### src/rtl/bws_pkg.sv
package bws_pkg;

  localparam int AREA_N = 8;
  localparam int AREA_W = $clog2(AREA_N);
  localparam int LW_W   = 2;
  localparam int CNT_W  = 3;
  localparam int REG_W  = 16;

  localparam logic [2:0] SP_EXT    = 3'd0;
  localparam logic [2:0] SP_DCOL   = 3'd1;
  localparam logic [2:0] SP_MUXIO  = 3'd2;
  localparam logic [2:0] SP_PERIPH = 3'd3;
  localparam logic [2:0] SP_ONCHIP = 3'd4;

  localparam logic [REG_W-1:0] RSVD_ONES = 16'hC200;

  typedef struct packed {
    logic [AREA_N-1:0] smp;
    logic              wr_pitch;
    logic [LW_W-1:0]   lw;
    logic [LW_W-1:0]   ref_lw;
  } cfg_t;

  function automatic logic long_group(input logic [AREA_W-1:0] area);
    return (area == 3'd0) || (area == 3'd2) || (area == 3'd6);
  endfunction

  function automatic logic dram_pitch(input cfg_t cfg, input logic wr);
    return wr ? cfg.wr_pitch : cfg.smp[1];
  endfunction

  function automatic logic [CNT_W-1:0] lw_states(input logic [LW_W-1:0] f);
    return CNT_W'(2) + CNT_W'(f);
  endfunction

  function automatic logic [CNT_W-1:0] base_states(
      input cfg_t              cfg,
      input logic [AREA_W-1:0] area,
      input logic              wr,
      input logic [2:0]        space,
      input logic              cbr);
    logic [CNT_W-1:0] n;
    if (cbr) begin
      n = lw_states(cfg.ref_lw);
    end else begin
      case (space)
        SP_DCOL:   n = dram_pitch(cfg, wr) ? CNT_W'(2) : CNT_W'(1);
        SP_MUXIO:  n = CNT_W'(4);
        SP_PERIPH: n = CNT_W'(3);
        SP_EXT: begin
          if (long_group(area))          n = lw_states(cfg.lw);
          else if (wr && area == 3'd1)   n = CNT_W'(2);
          else if (cfg.smp[area])        n = CNT_W'(2);
          else                           n = CNT_W'(1);
        end
        default:   n = CNT_W'(1);
      endcase
    end
    return n;
  endfunction

  function automatic logic wait_sampled(
      input cfg_t              cfg,
      input logic [AREA_W-1:0] area,
      input logic              wr,
      input logic [2:0]        space,
      input logic              cbr);
    logic s;
    if (cbr) begin
      s = 1'b0;
    end else begin
      case (space)
        SP_DCOL:  s = dram_pitch(cfg, wr);
        SP_MUXIO: s = 1'b1;
        SP_EXT:   s = (wr && area == 3'd1) ? 1'b1 : cfg.smp[area];
        default:  s = 1'b0;
      endcase
    end
    return s;
  endfunction

endpackage

### src/rtl/bws_cfg_reg.sv
module bws_cfg_reg
  import bws_pkg::*;
(
  input  logic             clk,
  input  logic             rst_n,
  input  logic             we_i,
  input  logic [REG_W-1:0] wdata_i,
  output cfg_t             cfg_o,
  output logic [REG_W-1:0] rdata_o
);

  cfg_t cfg_q;

  always_ff @(posedge clk or negedge rst_n) begin
    if (!rst_n) begin
      cfg_q.smp      <= '1;
      cfg_q.wr_pitch <= 1'b1;
      cfg_q.lw       <= '1;
      cfg_q.ref_lw   <= '1;
    end else if (we_i) begin
      cfg_q.smp      <= wdata_i[7:0];
      cfg_q.wr_pitch <= wdata_i[8];
      cfg_q.lw       <= wdata_i[11:10];
      cfg_q.ref_lw   <= wdata_i[13:12];
    end
  end

  assign cfg_o   = cfg_q;
  assign rdata_o = {2'b11, cfg_q.ref_lw, cfg_q.lw, 1'b1, cfg_q.wr_pitch, cfg_q.smp};

  AST_RSVD_ONES: assert property (@(posedge clk) disable iff (!rst_n)
    (rdata_o & RSVD_ONES) == RSVD_ONES) else $error("reserved bits not one");

  AST_WRITE_TAKES: assert property (@(posedge clk) disable iff (!rst_n)
    we_i |=> rdata_o == ($past(wdata_i) | RSVD_ONES)) else $error("write not visible");

endmodule

### src/rtl/bws_timing_decode.sv
module bws_timing_decode
  import bws_pkg::*;
(
  input  cfg_t              cfg_i,
  input  logic [AREA_W-1:0] area_i,
  input  logic              wr_i,
  input  logic [2:0]        space_i,
  input  logic              cbr_i,
  output logic [CNT_W-1:0]  base_o,
  output logic              smp_o
);

  always_comb begin
    base_o = base_states(cfg_i, area_i, wr_i, space_i, cbr_i);
    smp_o  = wait_sampled(cfg_i, area_i, wr_i, space_i, cbr_i);
  end

endmodule

### src/rtl/bws_cycle_seq.sv
module bws_cycle_seq
  import bws_pkg::*;
(
  input  logic             clk,
  input  logic             rst_n,
  input  logic             req_i,
  input  logic [CNT_W-1:0] base_i,
  input  logic             smp_i,
  input  logic             wait_i,
  output logic             accept_o,
  output logic             busy_o,
  output logic             done_o
);

  logic             busy_q;
  logic [CNT_W-1:0] cnt_q;
  logic             smp_q;
  logic             term;
  logic             ext_wait;

  assign accept_o = req_i && !busy_q;
  assign term     = busy_q && (cnt_q == CNT_W'(1));
  assign ext_wait = term && smp_q && wait_i;
  assign done_o   = term && !ext_wait;
  assign busy_o   = busy_q;

  always_ff @(posedge clk or negedge rst_n) begin
    if (!rst_n) begin
      busy_q <= 1'b0;
      cnt_q  <= '0;
      smp_q  <= 1'b0;
    end else if (accept_o) begin
      busy_q <= 1'b1;
      cnt_q  <= base_i;
      smp_q  <= smp_i;
    end else if (busy_q) begin
      if (cnt_q > CNT_W'(1)) cnt_q <= cnt_q - CNT_W'(1);
      else if (!ext_wait)    busy_q <= 1'b0;
    end
  end

  AST_DONE_IN_BUSY: assert property (@(posedge clk) disable iff (!rst_n)
    done_o |-> busy_o) else $error("strobe outside cycle");

  AST_DONE_ENDS: assert property (@(posedge clk) disable iff (!rst_n)
    done_o |=> !busy_o) else $error("cycle continued after strobe");

  AST_WAIT_EXTENDS: assert property (@(posedge clk) disable iff (!rst_n)
    (busy_q && $past(busy_q) && cnt_q == CNT_W'(1) && $past(cnt_q) == CNT_W'(1))
      |-> $past(smp_q && wait_i)) else $error("stretch without sampled WAIT");

  AST_CAPTURE_STABLE: assert property (@(posedge clk) disable iff (!rst_n)
    (busy_q && $past(busy_q)) |-> $stable(smp_q)) else $error("sampling changed mid-cycle");

  AST_NO_RESTART: assert property (@(posedge clk) disable iff (!rst_n)
    (busy_q && cnt_q > CNT_W'(1)) |=> cnt_q == $past(cnt_q) - CNT_W'(1)) else $error("count disturbed");

endmodule

### src/rtl/bws_wait_sequencer.sv
module bws_wait_sequencer
  import bws_pkg::*;
(
  input  logic        clk,
  input  logic        rst_n,
  input  logic        req_i,
  input  logic [2:0]  area_i,
  input  logic        wr_i,
  input  logic [2:0]  space_i,
  input  logic        cbr_i,
  input  logic        wait_i,
  input  logic        cfg_we_i,
  input  logic [15:0] cfg_wdata_i,
  output logic [15:0] cfg_rdata_o,
  output logic        busy_o,
  output logic        done_o
);

  cfg_t             cfg;
  logic [CNT_W-1:0] base_states_w;
  logic             smp_w;
  logic             accept_w;

  bws_cfg_reg u_cfg (
    .clk     (clk),
    .rst_n   (rst_n),
    .we_i    (cfg_we_i),
    .wdata_i (cfg_wdata_i),
    .cfg_o   (cfg),
    .rdata_o (cfg_rdata_o)
  );

  bws_timing_decode u_dec (
    .cfg_i   (cfg),
    .area_i  (area_i),
    .wr_i    (wr_i),
    .space_i (space_i),
    .cbr_i   (cbr_i),
    .base_o  (base_states_w),
    .smp_o   (smp_w)
  );

  bws_cycle_seq u_seq (
    .clk      (clk),
    .rst_n    (rst_n),
    .req_i    (req_i),
    .base_i   (base_states_w),
    .smp_i    (smp_w),
    .wait_i   (wait_i),
    .accept_o (accept_w),
    .busy_o   (busy_o),
    .done_o   (done_o)
  );

  AST_FIXED_NO_SAMPLE: assert property (@(posedge clk) disable iff (!rst_n)
    (!cbr_i && (space_i == SP_PERIPH || space_i >= SP_ONCHIP)) |-> !smp_w) else $error("on-chip sampled WAIT");

  AST_MUXIO_SAMPLES: assert property (@(posedge clk) disable iff (!rst_n)
    (!cbr_i && space_i == SP_MUXIO) |-> (smp_w && base_states_w == CNT_W'(4))) else $error("mux I/O timing");

  AST_CBR_NO_SAMPLE: assert property (@(posedge clk) disable iff (!rst_n)
    cbr_i |-> (!smp_w && base_states_w >= CNT_W'(2))) else $error("refresh sampled WAIT");

  AST_LONG_GROUP_MIN: assert property (@(posedge clk) disable iff (!rst_n)
    (!cbr_i && space_i == SP_EXT && long_group(area_i)) |-> base_states_w >= CNT_W'(2)) else $error("long wait missing");

  AST_ACCEPT_IDLE: assert property (@(posedge clk) disable iff (!rst_n)
    accept_w |-> !busy_o) else $error("accepted while busy");

endmodule

### config.mk
export PLATFORM = sky130hd
export DESIGN_NAME = bws_wait_sequencer
export DESIGN_NICKNAME = d
export VERILOG_FILES = /design/src/rtl/bws_pkg.sv /design/src/rtl/bws_cfg_reg.sv /design/src/rtl/bws_timing_decode.sv /design/src/rtl/bws_cycle_seq.sv /design/src/rtl/bws_wait_sequencer.sv
export SDC_FILE = /design/constraint.sdc
export NUM_CORES = 1
export LEC_CHECK = 0
export ABC_AREA = 1
export BUFFER_PORTS_ARGS = -buffer_cell sky130_fd_sc_hd__buf_2
export CAP_MARGIN = 15
export CELL_PAD_IN_SITES_DETAIL_PLACEMENT = 1
export CELL_PAD_IN_SITES_GLOBAL_PLACEMENT = 1
export CORE_MARGIN = 10
export CORE_UTILIZATION = 34
export CTS_CLUSTER_SIZE = 20
export DETAILED_ROUTE_END_ITERATION = 6
export MAX_ROUTING_LAYER = met4
export PLACE_DENSITY_LB_ADDON = 0.1
export SKIP_CTS_REPAIR_TIMING = 1
export SLEW_MARGIN = 30
export SYNTH_ARGS = -nofsm -noshare
export SYNTH_HDL_FRONTEND = slang
export SYNTH_SLANG_ARGS = --single-unit
### constraint.sdc
create_clock -name clk -period 4.1 [get_ports clk]
set_input_delay 0.615 -clock clk [delete_from_list [all_inputs] [get_ports clk]]
set_output_delay 0.615 -clock clk [all_outputs]
set_load 0.05 [all_outputs]
==> metrics.txt, run 1 <==
Worst setup SP type=flop; Clock Tree Buf Depth=2; M2 GR Usage=18.9%; Leak=0.672 nW; RSZ-0062 raised after global routing=no; Synth area leader=dfstp_2; Mapped Avg Cell Area=8.04 µm²; later-pin clock latency in the skew report=290 ps; pins over their slew limit=0; Slowest-stage cell, CP=dfrtp_1; vias in the first global route=1,063; drt wl/cell=14.6 µm; maximum vdd drop=0.289 mV; Req. time, crit path=3480 ps; Critical Path End Type=primary output; die span in y=75 µm; final count of hold timing violations=0; mapped cell area=1030 µm²; initial antenna violation count=0; Final setup viols=0; Initial DRC Count=21; row count=19; Mapped Cells=128; FFs w/ async S/R, synth=100%; CTS buffer count=3; Port Buffers=40; DRC viols=0; CP Cell Sequence=inv_1 -> ha_1 -> nand3_1 -> a21oi_1 -> buf_2; IO Count=47; layout cells sized above 1=42.0%; synth cell count leaders=nand2_1 (33), inv_1 (16), dfstp_2 (13), nand3_1 (10), a21oi_1 (9); Total Routed Length=2.93 mm; clk_skew=7.77 ps; critical path's largest stage delay=420 ps; count leader, synth=nand2_1; M1 GR Usage=13.6%; first-pass GRT wire length=4.89 mm; period utilisation layout=51.0%; clk slew on worst S/H paths=100 ps; pwr dens=509 nW/µm²; CORE AREA=2830 µm²; # clock sinks=18; filler cell count=377; Max Fclk=478 MHz; die area=5630 µm²; crit-path leading delay family=flip-flops; Global Route Usage Sum=11.5%; Area Growth Syn to Fin=24.5%; type of the worst min-delay path=input port to asynchronous set/reset pin; Initial Utilization=36.4%; synth top area cells=dfstp_2 (33%), dfrtp_1 (12%), nand2_1 (12%), mux2_2 (8.8%), inv_1 (5.8%); Post-synth EDFFs=0; met3 GRT Util=2.76%; minimum clock period=2090 ps; sequential share of the synthesized area=45.4%; ANT cells=0; final net count=201; H-tree Lvls=1; worst setup path class=flop to primary output; Yosys cell types=23; Critical Path AT=1480 ps; vias per inst=4.86; RePlAce Congestion=0.829; crit path buf inv count=2; top cell type's share of synthesized area=33.2%; DRT Pass-1 Iters=4; status=finished clean; chip width=75 µm; CTS tree=done; Seq cells post-synth=18; Most Crowded Layer GR=met2; Max Cap Violations=0; clock tree root buffer cell=clkbuf_4; grt total ovfl=0; DR vias=971; ANT nets after route=0; largest net degree at the start of global routing=19; worst-path maximum fanout=3; Top FF cell, synth=dfstp_2; Finished Cell Area=1280 µm²; Synth Warn #=0; placed inst area=1240 µm²; Setup TNS=0 ps; HPWL Detailed=2.46 mm
==> sequential cells by signal (all words and copies together), names as in the netlist <==
signal        count
u_cfg.cfg_o      13
u_seq.busy_o      1
u_seq.cnt_q       3
u_seq.smp_q       1
==> stage by stage <==
stage	power, mW	std cells	hold WS (ps)	worst slack, ps	util [%]
2_1_floorplan	0.470	130	319	1860	-
3_3_place_gp	0.533	196	481	2370	44.0
3_5_place_dp	0.547	196	501	2320	44.0
4_1_cts	0.661	200	241	1970	45.2
5_1_grt	0.705	200	250	1880	45.2
6_report	0.651	200	238	2010	45.2
==> power by group <==
part / switching (mW) / internal, mW / leakage (nW)
clock: 0.0574 / 0.0541 / 0.0210
sequential: 0.0321 / 0.224 / 0.196
combinational: 0.193 / 0.0906 / 0.455
total: 0.283 / 0.369 / 0.672
==> per-layer routing <==
layer	part of all wire (%)	vias to the layer above	wire [µm]
met2	47	28	1380
met1	45	456	1310
met3	7.2	2	212
li1	-	485	-
met4	0.65	0	19
met5	0	-	0
==> cell type report <==
class | count | area, µm² | area share, %
Clock buffer | 4 | 36.3 | 2.83
Multi-Input combinational cell | 87 | 463 | 36.2
Inverter | 20 | 75.1 | 5.87
Timing Repair Buffer | 40 | 200 | 15.6
Tap cell | 31 | 38.8 | 3.03
Sequential cell | 18 | 467 | 36.5
==> path summary, 6_finish.rpt <==
check | cells after the start | to | startpoint | slack [ps]
max reg2reg | 8 | u_seq.cnt_q[1] | u_seq.cnt_q[1] | 2600
max in group asynchronous | 1 | u_cfg.cfg_o[2] | rst_n | 3540
min in group clk | 2 | u_cfg.cfg_o[10] | u_cfg.cfg_o[10] | 510
max | 5 | done_o | u_seq.cnt_q[1] | 2010
min | 1 | u_seq.cnt_q[1] | rst_n | 240
min reg2reg | 2 | u_cfg.cfg_o[10] | u_cfg.cfg_o[10] | 510
==> logic make-up after synthesis <==
kind of cell               Yosys count  synth area share [%]
AOI/OAI and AO/OA                   22                  11.8
and+or+nand+nor                     51                  20.1
buffers and inverters               25                  10.3
muxes                                8                  8.76
other                                1                 0.365
DFF                                 18                  45.4
adders and majority gates            2                  2.43
xor gates and xnor gates             1                 0.852
==> placed cells by master (no fill, tap or decap), drive strengths merged, types with 2 or more instances in the layout <==
master,instances
buf,40
nand2,33
inv,19
dfstp,13
nand3,10
a21oi,10
o21ai,9
mux2,8
nor2,8
dfrtp,5
clkbuf,4
conb,3
ha,2
No activity file was read; power rests on OpenSTA's default activity.
==> inputs of run 2 (changes only) <==
--- a/config.mk
+++ b/config.mk
@@ -11,7 +11,7 @@
 export CELL_PAD_IN_SITES_DETAIL_PLACEMENT = 1
 export CELL_PAD_IN_SITES_GLOBAL_PLACEMENT = 1
 export CORE_MARGIN = 10
-export CORE_UTILIZATION = 34
+export CORE_UTILIZATION = 32
 export CTS_CLUSTER_SIZE = 20
 export DETAILED_ROUTE_END_ITERATION = 6
 export MAX_ROUTING_LAYER = met4
==> constraint.sdc (replaced) <==
create_clock -name clk -period 2.14 [get_ports clk]
set_input_delay 0.321 -clock clk [delete_from_list [all_inputs] [get_ports clk]]
set_output_delay 0.321 -clock clk [all_outputs]
set_load 0.05 [all_outputs]
==> metrics.txt, run 2 (synthesized netlist as in run 1, its figures left out) <==
status=finished clean; met3 GRT Util=2.56% (-0.20 points); layout cells sized above 1=41.2% (-0.84 points); # clock sinks=18 (unchanged); period utilisation layout=85.7%; initial antenna violation count=0 (unchanged); minimum clock period=1830 ps; type of the worst min-delay path=input port to flop; setup slack after layout=307 ps (-1700 ps); Max Cap Violations=0 (unchanged); row count=20 (+1); drt wl/cell=13.0 µm (-11%); DR vias=967 (-0.41%); worst slack at placement=656 ps (-1670 ps); worst setup path class=flop to primary output; pins over their slew limit=0 (unchanged); RSZ-0062 raised after global routing=no; Clock Tree Buf Depth=2 (unchanged); Most Crowded Layer GR=met2; H-tree Lvls=1 (unchanged); Final setup viols=0 (unchanged); chip width=76.7 µm (+2.3%); commonest cells after routing, fill and taps aside=buf_2 (40), nand2_1 (33), inv_1 (16), dfstp_2 (13), nand3_1 (10); CTS buffer count=3 (unchanged); clk slew on worst S/H paths=110 ps (about the same); Req. time, crit path=1820 ps (-1660 ps); commonest non-fill, non-tap cell in the layout=buf_2; Critical Path AT=1510 ps (+30 ps); Initial Utilization=33.7% (-2.7 points); HPWL Detailed=2.33 mm (-5.4%); Max Fclk=546 MHz; Global Route Usage Sum=9.69% (-1.8 points); Leak=0.670 nW (-0.27%); area occupied by multi-input gates=463 µm² (unchanged); maximum vdd drop=0.348 mV (+20%); CTS tree=done; Total Routed Length=2.78 mm (-5.0%); ANT nets after route=0 (unchanged); vias in the first global route=1,026 (-3.5%); M2 GR Usage=15.3% (-3.5 points); final count of hold timing violations=0 (unchanged); die area=5880 µm² (+4.6%); ANT cells=0 (unchanged); worst-path maximum fanout=3 (unchanged); Area Growth Syn to Fin=26.0%; Port Buffers=40 (unchanged); final net count=202 (+0.50%); setup slack, reg-to-reg=620 ps (-1980 ps); later-pin clock latency in the skew report=300 ps (about the same); WHS=230 ps (-8.19 ps); die span in y=76.7 µm (+2.3%); FF+latch area=467 µm² (unchanged); IO Count=47 (unchanged); grt total ovfl=0 (unchanged); Worst setup SP type=flop; RePlAce Congestion=0.789 (-4.8%); largest net degree at the start of global routing=19 (unchanged); DRC viols=0 (unchanged); DRT Pass-1 Iters=4 (unchanged); first-pass GRT wire length=4.64 mm (-5.1%); clock tree root buffer cell=clkbuf_4; M1 GR Usage=11.4% (-2.2 points); Critical Path End Type=primary output; Largest register FFs=13 (unchanged); pwr dens=940 nW/µm² (+85%); CORE AREA=3050 µm² (+7.9%); vias per inst=4.52 (-6.9%); filler cell count=410 (+8.8%); Initial DRC Count=11 (-48%); clk_skew=6.08 ps (-1.69 ps); Setup TNS=0 ps (unchanged)
[run 2: changes by cell type in the layout (fill, tap and decap cells not counted), sizes merged]
cell,change
dlygate4sd3,+1
[run 2: cell type report]
type                       count  share of cell area (%)
inverter                      20                    5.79
tap                           44                    4.25
multi-input combinational     87                    35.7
sequential                    18                    36.0
timing repair buffer          41                    16.2
clock buffer                   4                    2.03
[run 2: path summary, 6_finish.rpt]
kind / startpoint / to / depth (start not counted)
worst max register to register: u_seq.cnt_q[1] / u_seq.cnt_q[1] / 8
min in group asynchronous: rst_n / u_seq.cnt_q[2] / 2
worst min-delay path: cfg_wdata_i[3] / u_cfg.cfg_o[8] / 3
worst max-delay path: u_seq.cnt_q[1] / done_o / 5
max in group asynchronous: rst_n / u_cfg.cfg_o[5] / 2
worst min register to register: u_cfg.cfg_o[8] / u_cfg.cfg_o[8] / 2
[run 2: critical path, stage by stage (launching register included)]
cell,delay (ps)
dfrtp_1,410
inv_1,90
ha_1,160
nand3_1,130
a21oi_1,140
buf_2,280
[run 2: metal layers]
layer,up-vias,share of wire [%]
li1,486,-
met1,445,50
met2,31,43
met3,5,5.1
met4,0,1.7
met5,-,0
[run 2: per-stage QoR]
| step | cell area (µm²) | power (mW) | instances | utilization (%) |
|---|---|---|---|---|
| after floorplan | 1040 | 0.900 | 130 | - |
| after global routing | 1300 | 1.31 | 214 | 42.5 |
| after CTS | 1290 | 1.24 | 213 | 42.1 |
| after detailed placement | 1260 | 1.05 | 209 | 41.3 |
| after global placement | 1260 | 1.02 | 209 | 41.3 |
| final | 1300 | 1.22 | 214 | 42.5 |
[run 2: power by group]
| group | internal [mW] | switching, mW | total, mW |
|---|---|---|---|
| Combinational | 0.177 | 0.371 | 0.549 |
| Clock | 0.0726 | 0.110 | 0.182 |
| Sequential | 0.429 | 0.0584 | 0.488 |
| Total | 0.679 | 0.539 | 1.22 |
